### config.mk
export PLATFORM = sky130hd
export DESIGN_NAME = txdone_coalescer
export DESIGN_NICKNAME = d
export VERILOG_FILES = /design/src/rtl/txdone_pkg.sv /design/src/rtl/tdc_store.sv /design/src/rtl/tdc_ptrs.sv /design/src/rtl/tdc_irq.sv /design/src/rtl/txdone_coalescer.sv
export SDC_FILE = /design/constraint.sdc
export NUM_CORES = 1
export LEC_CHECK = 0
export ABC_AREA = 1
export BUFFER_PORTS_ARGS = -buffer_cell sky130_fd_sc_hd__buf_2
export CORE_AREA = 2 2 137 139
export CTS_CLUSTER_DIAMETER = 120
export DETAILED_ROUTE_END_ITERATION = 16
export DIE_AREA = 0 0 139 141
export GPL_ROUTABILITY_DRIVEN = 0
export GPL_TIMING_DRIVEN = 0
export PLACE_DENSITY = 0.84
export SETUP_SLACK_MARGIN = 0.4
export SYNTH_ARGS = -nofsm -noshare
export SYNTH_HDL_FRONTEND = slang
export SYNTH_SLANG_ARGS = --single-unit
### constraint.sdc
create_clock -name clk -period 2.3 [get_ports clk]
set_clock_uncertainty 0.15 [all_clocks]
set_input_delay 0 -clock clk [delete_from_list [all_inputs] [get_ports clk]]
set_output_delay 0 -clock clk [all_outputs]
set_load 0.005 [all_outputs]
### src/rtl/txdone_pkg.sv
package txdone_pkg;
    localparam int IDX_W    = 12;
    localparam int RING_BIT = 15;
    localparam int ENTRY_W  = 32;

    typedef logic [ENTRY_W-1:0] entry_t;

    function automatic entry_t pack_entry(input logic ring, input logic [IDX_W-1:0] idx);
        entry_t e;
        e = '0;
        e[IDX_W-1:0] = idx;
        e[RING_BIT]  = ring;
        return e;
    endfunction
endpackage

### src/rtl/tdc_store.sv
module tdc_store
    import txdone_pkg::*;
#(
    parameter int DEPTH = 16,
    localparam int PTR_W = (DEPTH > 1) ? $clog2(DEPTH) : 1
) (
    input  logic             clk,
    input  logic             wr_en,
    input  logic [PTR_W-1:0] wr_ptr,
    input  entry_t           wr_data,
    input  logic [PTR_W-1:0] rd_ptr,
    output entry_t           rd_data
);
    entry_t mem_q [DEPTH];
    entry_t mem_d [DEPTH];

    always_comb begin
        for (int i = 0; i < DEPTH; i++) begin
            mem_d[i] = mem_q[i];
        end
        if (wr_en) begin
            mem_d[wr_ptr] = wr_data;
        end
    end

    always_ff @(posedge clk) begin
        for (int i = 0; i < DEPTH; i++) begin
            mem_q[i] <= mem_d[i];
        end
    end

    assign rd_data = mem_q[rd_ptr];
endmodule

### src/rtl/tdc_ptrs.sv
module tdc_ptrs #(
    parameter int DEPTH = 16,
    localparam int PTR_W = (DEPTH > 1) ? $clog2(DEPTH) : 1,
    localparam int CNT_W = $clog2(DEPTH + 1)
) (
    input  logic             clk,
    input  logic             rst_n,
    input  logic             push,
    input  logic             pop,
    output logic             room,
    output logic             wr_fire,
    output logic [PTR_W-1:0] wr_ptr,
    output logic [PTR_W-1:0] rd_ptr,
    output logic [CNT_W-1:0] count
);
    typedef struct packed {
        logic [PTR_W-1:0] wr;
        logic [PTR_W-1:0] rd;
        logic [CNT_W-1:0] cnt;
    } ptr_state_t;

    localparam logic [PTR_W-1:0] LAST = PTR_W'(DEPTH - 1);
    localparam logic [CNT_W-1:0] FULL = CNT_W'(DEPTH);

    ptr_state_t st_q, st_d;
    logic       rd_fire;

    function automatic logic [PTR_W-1:0] bump(input logic [PTR_W-1:0] p);
        return (p == LAST) ? '0 : p + 1'b1;
    endfunction

    always_comb begin
        st_d    = st_q;
        room    = (st_q.cnt != FULL);
        wr_fire = push && room;
        rd_fire = pop && (st_q.cnt != '0);
        if (wr_fire) begin
            st_d.wr = bump(st_q.wr);
        end
        if (rd_fire) begin
            st_d.rd = bump(st_q.rd);
        end
        case ({wr_fire, rd_fire})
            2'b10:   st_d.cnt = st_q.cnt + 1'b1;
            2'b01:   st_d.cnt = st_q.cnt - 1'b1;
            default: st_d.cnt = st_q.cnt;
        endcase
    end

    always_ff @(posedge clk) begin
        if (!rst_n) begin
            st_q <= '0;
        end else begin
            st_q <= st_d;
        end
    end

    assign wr_ptr = st_q.wr;
    assign rd_ptr = st_q.rd;
    assign count  = st_q.cnt;
endmodule

### src/rtl/tdc_irq.sv
module tdc_irq #(
    parameter int CNT_W = 5
) (
    input  logic [CNT_W-1:0] count,
    input  logic [CNT_W-1:0] thresh,
    output logic             irq
);
    logic armed;

    always_comb begin
        armed = (thresh != '0);
        irq   = armed && (count >= thresh);
    end
endmodule

### src/rtl/txdone_coalescer.sv
module txdone_coalescer
    import txdone_pkg::*;
#(
    parameter int DEPTH = 16,
    localparam int PTR_W = (DEPTH > 1) ? $clog2(DEPTH) : 1,
    localparam int CNT_W = $clog2(DEPTH + 1)
) (
    input  logic             clk,
    input  logic             rst_n,
    input  logic             cmpl_valid,
    output logic             cmpl_ready,
    input  logic             cmpl_ring,
    input  logic [11:0]      cmpl_idx,
    input  logic [CNT_W-1:0] irq_thresh,
    input  logic             ack,
    output logic             head_valid,
    output logic [31:0]      head_entry,
    output logic [CNT_W-1:0] pending,
    output logic             irq
);
    logic             wr_fire;
    logic [PTR_W-1:0] wr_ptr, rd_ptr;
    entry_t           wr_word;

    assign wr_word = pack_entry(cmpl_ring, cmpl_idx);

    tdc_ptrs #(.DEPTH(DEPTH)) i_ptrs (
        .clk     (clk),
        .rst_n   (rst_n),
        .push    (cmpl_valid),
        .pop     (ack),
        .room    (cmpl_ready),
        .wr_fire (wr_fire),
        .wr_ptr  (wr_ptr),
        .rd_ptr  (rd_ptr),
        .count   (pending)
    );

    tdc_store #(.DEPTH(DEPTH)) i_store (
        .clk     (clk),
        .wr_en   (wr_fire),
        .wr_ptr  (wr_ptr),
        .wr_data (wr_word),
        .rd_ptr  (rd_ptr),
        .rd_data (head_entry)
    );

    tdc_irq #(.CNT_W(CNT_W)) i_irq (
        .count  (pending),
        .thresh (irq_thresh),
        .irq    (irq)
    );

    assign head_valid = (pending != '0);
endmodule

==> results of run 1 <==
[cells in the mapped netlist (all sizes together)]
library cell / number / area (µm²)
dfxtp: 17 / 340
inv: 131 / 492
nand3: 89 / 445
nor4: 1 / 6.26
clkinv: 1 / 3.75
o211ai: 52 / 475
edfxtp: 208 / 6250
ha: 14 / 175
clkbuf: 8 / 31.3
xnor2: 1 / 8.76
nand2: 96 / 363
nor2: 28 / 105
o21ai: 61 / 305
nor3: 3 / 15.0
o21bai: 1 / 7.51
a21oi: 65 / 329
buf: 54 / 422
conb: 1 / 3.75
nand3b: 1 / 7.51
xor2: 4 / 35.0
nand4: 3 / 18.8
[per-layer routing]
metal  wire (µm)  up-vias
met1        9830     3548
li1            -     3177
met2       14100      678
met3        3460      163
met5           0        -
met4        2100        0
[state kept, by name, indices dropped and copies added, names as in the netlist, named ones only]
register	flops
i_store.mem_q	208
i_ptrs.count	5
i_ptrs.rd_ptr	4
i_ptrs.wr_ptr	4
[worst min-delay path: cells and delay by family]
kind	cells	cell delay, ns
AOI/OAI and AO/OA	2	0.10
buffers and inverters	2	0.70
[logic make-up (layout without fill, tap and decap cells)]
kind of cell               after synthesis  in the layout  synth area share
xor gates and xnor gates                 5              5           0.00445
AOI/OAI and AO/OA                      179            179             0.114
buffers and inverters                  194            333            0.0964
and+or+nand+nor                        221            221            0.0977
other                                    1             19          0.000381
DFF                                    225            225             0.670
adders and majority gates               14             14            0.0178
[stage by stage]
stage,TNS [ns],total power [mW],area (µm²)
2_1_floorplan,0,6.86,9930
3_3_place_gp,-39.59,7.83,10400
3_5_place_dp,-49.39,7.94,10400
4_1_cts,0,12.3,12200
5_1_grt,-0.0228,13.7,12700
6_report,-0.00204,13.3,12700
[how the worst min path moves through the flow]
stage                      from                       endpoint  slack [ns]  cells past startpoint
CTS                       rst_n   i_ptrs.count[0]$_SDFFE_PN0P_        0.18                      4
global placement          rst_n   i_ptrs.count[0]$_SDFFE_PN0P_        0.16                      3
detailed placement        rst_n   i_ptrs.count[0]$_SDFFE_PN0P_        0.17                      3
floorplan           cmpl_idx[0]  i_store.mem_q[0][0]$_DFFE_PP_       -0.05                      0
global route              rst_n   i_ptrs.count[1]$_SDFFE_PN0P_        0.20                      4
finish                    rst_n   i_ptrs.count[1]$_SDFFE_PN0P_        0.18                      4
[what timing repair did]
| item | 4_1_cts | 5_1_grt |
|---|---|---|
| gates resized for setup | 111 | 88 |
| endpoints found under the hold margin | 225 | 0 |
| setup buffers | 27 | 11 |
| hold buffers | 16 | 0 |
| gates cloned | 1 | 4 |
| pin swaps | 47 | 43 |
| endpoints found under the setup margin | 226 | 214 |
[report_power, final]
| part | internal, mW | switching (mW) | total (mW) |
|---|---|---|---|
| Clock | 2.28 | 1.58 | 3.85 |
| Combinational | 1.91 | 2.78 | 4.70 |
| Sequential | 4.66 | 0.136 | 4.80 |
| Total | 8.86 | 4.49 | 13.3 |
[cell usage in the layout, fill, tap and decap left out, types with 22 or more instances in the layout]
cell type and n:
a21oi_1 53, buf_12 23, buf_2 50, buf_4 38, clkbuf_16 28, edfxtp_1 208, inv_1 124, nand2_1 77
nand3_1 64, nand3_2 22, o211ai_1 35, o21ai_0 32, o21ai_1 27
[cell type report]
cell class,instances,area share
timing repair buffer,101,0.0794
buffer,62,0.0472
sequential,225,0.521
inverter,132,0.0400
tap,234,0.0231
clock inverter,9,0.00789
clock buffer,29,0.0529
multi-input combinational,438,0.229
==> metrics.md, run 1 <==
| Metric | Value |
|---|---|
| Layout cell share with drive strength beyond 1 | 0.301 |
| Sequence of cells on the critical path | buf_2, clkbuf_2, o21ai_0, nand3_1, nand3_1, nand2_1, buf_2 |
| Max VDD drop | 696 µV |
| Mapped Avg Cell Area | 11.7 µm² |
| Final Cycle Share | 1.00 |
| Die span in y | 141 µm |
| Vias in the first global route | 6,837 |
| Wirelength per Cell | 24.0 µm |
| Setup WS post-layout | -0.00204 ns |
| Synth cell types | 30 |
| Synth Cell Area | 0.00984 mm² |
| First-pass GRT wire length | 39,600 µm |
| Vias per Instance | 6.15 |
| # DRC | 2 |
| Die area | 0.0196 mm² |
| N_diodes | 0 |
| Register area share after synthesis | 0.670 |
| Total gr overflow | 0 |
| Die width | 139 µm |
| H-tree Lvls | 1 |
| Met3 Resource Use GR | 0.0496 |
| CTS tree | built |
| Cts bufs inserted | 22 |
| Register bit total from synthesis | 225 |
| Reg2reg end | i_store.mem_q[15][15]$_DFFE_PP_ |
| Critical path fanouts, max | 10 |
| RSZ-0062 raised after global routing | true |
| Worst slew margin | 0.610 |
| Crit-path slowest cell | o21ai_0 |
| Area grow syn2layout | 29.0% |
| Final Slew Violations | 0 |
| CTS max path bufs | 3 |
| Worst Path Buf+Inv | 3 |
| PortBufs | 42 |
| Pin count of the biggest net entering global routing | 17 |
| Largest stage delay on the critical path | 0.41 ns |
| CP top delay family | buffers and inverters |
| Final Setup Violations | 1 |
| CP required | 2.15 ns |
| Final core occ | 0.694 |
| Met1 Track Usage GR | 0.336 |
| Reg2Reg Launch Point | i_ptrs.count[1]$_SDFFE_PN0P_ |
| Hold/Removal Path Class | in -> reg |
| DRT iter0 DRCs | 1,197 |
| Non-filler cells, final | 1,230 |
| Actual slew at the worst max-slew pin | 0.584 ns |
| Critical Setup Path Class | reg -> out |
| Rows | 50 |
| Layout filler cell count | 1,119 |
| Detailed Route WL | 29,500 µm |
| Core area | 0.0183 mm² |
| Crit. End Element | primary output |
| Hold slack final | 0.177 ns |
| CTS root buf | clkbuf_16 |
| CP Capture Point | head_entry[9] |
| Final nets | 1,018 |
| Max Freq | 434 MHz |
| Outcome | finished with violations |
| Clock transition at the registers of the reported paths | 0.06 ns |
| Min Tclk post-route | 2.30 ns |
| Synth Instances | 839 |
| Power per cell area | 1050 mW/mm² |
| Dpl hpwl | 15,100 µm |
| Clock sink count | 225 |
| Startpoint Class | register |
| P_leak | 4.85 nW |
| Cell depth of the worst setup path | 7 |
| Worst-Skew Late Latency | 0.51 ns |
| ANT nets after route | 0 |
| Pre-antenna DRT Iters | 13 |
| Register area | 0.00661 mm² |
| Multi-input gate area in the final layout | 0.00290 mm² |
| Failing checks | design-rule violations, negative setup slack |
| Reg2reg setup slack | 0.16 ns |
| MaxCap Viol Count | 0 |
| All-Layer GR Usage | 0.265 |
| Io pins | 62 |
| Met2 Resource Use GR | 0.434 |
| Grt peak-use layer | met2 |
| Via count | 7,566 |
| DP Worst Slack | -0.377 ns |
| Crit path arrival time | 2.15 ns |
| R2R depth | 7 |
| Starting Density | 0.538 |
| Initial antenna violation count | 0 |
| Synth warn | 0 |
| Final Hold Fails | 0 |
| Placed cells | 1,133 |
Note: power is estimated with default switching activity, not from simulation.
==> inputs of run 2 (changes only) <==
CORE_AREA = 2 2 144 146   (was 2 2 137 139)
DIE_AREA = 0 0 146 148   (was 0 0 139 141)
PLACE_DENSITY = 0.78   (was 0.84)
==> run 2 against run 1 <==
  * The flow now finishes without violations
  * Non-clock buffer count rose by 6
  * Die area rose by 10%
  * Wire length fell by 6.5%
  * First-iteration DRC count fell by 27%
  * Clock power rose by 3%
  * Critical path depth rose by 1
  * Critical path type unchanged
  * Critical endpoint is now head_entry[10]
==> metrics.md, run 2 (synthesized netlist as in run 1, its figures left out) <==
| Metric | Value |
|---|---|
| WHS Path Cells | 4 |
| Via count | 7,262 |
| Reg2Reg Launch Point | i_ptrs.count[3]$_SDFFE_PN0P_ |
| Layout cell share with drive strength beyond 1 | 0.308 |
| Setup WS post-layout | 0.0523 ns |
| Min Tclk post-route | 2.25 ns |
| Dpl hpwl | 15,200 µm |
| # DRC | 0 |
| Reg2reg setup slack | 0.26 ns |
| N_diodes | 0 |
| Pre-antenna DRT Iters | 5 |
| Max Freq | 445 MHz |
| Worst-Skew Late Latency | 0.52 ns |
| Final Setup Violations | 0 |
| Max reg flops | 208 |
| Starting Density | 0.491 |
| Die area | 0.0216 mm² |
| Wirelength per Cell | 21.6 µm |
| Final core occ | 0.642 |
| Crit path arrival time | 2.10 ns |
| DRT iter0 DRCs | 876 |
| CTS tree | built |
| Clk pwr share | 0.298 |
| Vias per Instance | 5.69 |
| CP required | 2.15 ns |
| Hold Crit Start | rst_n |
| Critical Setup Path Class | reg -> out |
| Cts bufs inserted | 24 |
| MaxCap Viol Count | 0 |
| Crit. End Element | primary output |
| Sequential share of power | 0.358 |
| Startpoint Class | register |
| Sequence of cells on the critical path | buf_12, buf_16, buf_12, o211ai_1, nand3_2, nand3_2, nand2_2, buf_2 |
| Most common cell after layout, fill and taps aside | edfxtp_1 |
| R2R depth | 13 |
| Switching Fraction | 0.326 |
| Initial antenna violation count | 0 |
| Detailed Route WL | 27,600 µm |
| CTS root buf | clkbuf_16 |
| Clock sink count | 225 |
| Critical path fanouts, max | 10 |
| Combinational Power Share | 0.345 |
| Reg2reg end | i_ptrs.count[4]$_SDFFE_PN0P_ |
| Rows | 52 |
| Outcome | complete, no violations |
| Final Cycle Share | 0.977 |
| Largest stage delay on the critical path | 0.36 ns |
| Pin count of the biggest net entering global routing | 17 |
| WHS Endpoint | i_ptrs.count[1]$_SDFFE_PN0P_ |
| Fin Setup TNS | 0 ns |
| RSZ-0062 raised after global routing | true |
| ANT nets after route | 0 |
| Total gr overflow | 0 |
| Final Slew Violations | 0 |
| CP top delay family | buffers and inverters |
| Io pins | 62 |
| Largest Register | i_store.mem_q |
| Die width | 146 µm |
| Area grow syn2layout | 30.7% |
| Crit-path slowest cell | dfxtp_4 |
| Worst Path Buf+Inv | 4 |
| Max VDD drop | 650 µV |
| PortBufs | 42 |
| Net switching power | 4.36 mW |
| Hold/Removal Path Class | in -> reg |
| All-Layer GR Usage | 0.242 |
| Core area | 0.0200 mm² |
| First-pass GRT wire length | 39,700 µm |
| Vias in the first global route | 6,956 |
| H-tree Lvls | 1 |
| Most frequent cells in the layout | 208 x edfxtp_1, 123 x inv_1, 74 x nand2_1 |
| Final nets | 1,026 |
| CTS max path bufs | 3 |
| P_leak | 4.94 nW |
| Internal power | 9.02 mW |
| Clock transition at the registers of the reported paths | 0.06 ns |
| Power per cell area | 1040 mW/mm² |
| Final Hold Fails | 0 |
| Die span in y | 148 µm |
| DP Worst Slack | -0.490 ns |
[run 2: cell count changes in the layout (fill, tap and decap cells not counted), sizes merged]
cell and delta:
clkinvlp -1, clkinv +7, bufbuf -1, buf +8, bufinv +2, clkbuf -2
inv -2
[run 2: what timing repair did]
action / 4_1_cts / 5_1_grt
endpoints found under the setup margin: 226 / 195
buffers inserted: 33 / 9
hold endpoints to repair: 225 / 0
gates cloned: 5 / 2
gates resized for setup: 137 / 76
hold buffers: 16 / 0
pin swaps: 80 / 60
[run 2: worst max-delay path by stage]
stage | start | endpoint | slack [ns] | depth (start not counted)
6_report | register | head_entry[10] | 0.05 | 8
5_1_grt | register | head_entry[4] | 0.04 | 9
4_1_cts | register | head_entry[11] | 0.18 | 8
3_5_place_dp | i_ptrs.count[1]$_SDFFE_PN0P_ | i_store.mem_q[13][0]$_DFFE_PP_ | -0.49 | 6
3_3_place_gp | i_ptrs.count[1]$_SDFFE_PN0P_ | i_store.mem_q[13][4]$_DFFE_PP_ | -0.43 | 6
2_1_floorplan | i_ptrs.count[1]$_SDFFE_PN0P_ | i_store.mem_q[0][0]$_DFFE_PP_ | 0.23 | 6
[run 2: final cells by class]
class,count,area (µm²)
fill,1358,7180
multi-input combinational,438,2900
timing repair buffer,107,1070
buffer,62,624
clock buffer,28,637
inverter,132,507
clock inverter,15,170
sequential,225,6610
tap,270,338
[run 2: metrics by stage]
stage | std cells | hold slack (ns) | cell area [µm²] | power, mW
after global routing | 1277 | 0.196 | 12900 | 13.8
final | 1277 | 0.149 | 12900 | 13.4
after CTS | 1266 | 0.176 | 12400 | 12.7
after floorplan | 857 | -0.0511 | 9930 | 6.86
after global placement | 1169 | 0.162 | 10500 | 7.89
after detailed placement | 1169 | 0.168 | 10500 | 7.98
[run 2: worst reg2reg max path, delay by kind of cell, from the launching register on]
kind	cells	cell delay, ns
simple gates	7	0.61
fa+ha+maj	2	0.47
flops	1	0.36
buf+inv	3	0.19
compound gates	1	0.16
[run 2: metal layers]
layer,vias to the layer above,part of all wire,track usage
li1,3209,-,-
met4,0,0.048,0.117
met1,3491,0.36,0.303
met5,-,0,0
met2,474,0.48,0.406
met3,88,0.10,0.0488
[run 2: power by group through the flow]
stage	logic, mW	clock network [mW]	registers (mW)
2_1_floorplan	2.05	0	4.81
3_3_place_gp	3.06	0	4.83
3_5_place_dp	3.13	0	4.84
4_1_cts	3.98	3.95	4.78
5_1_grt	4.87	4.14	4.80
6_report	4.61	3.98	4.79
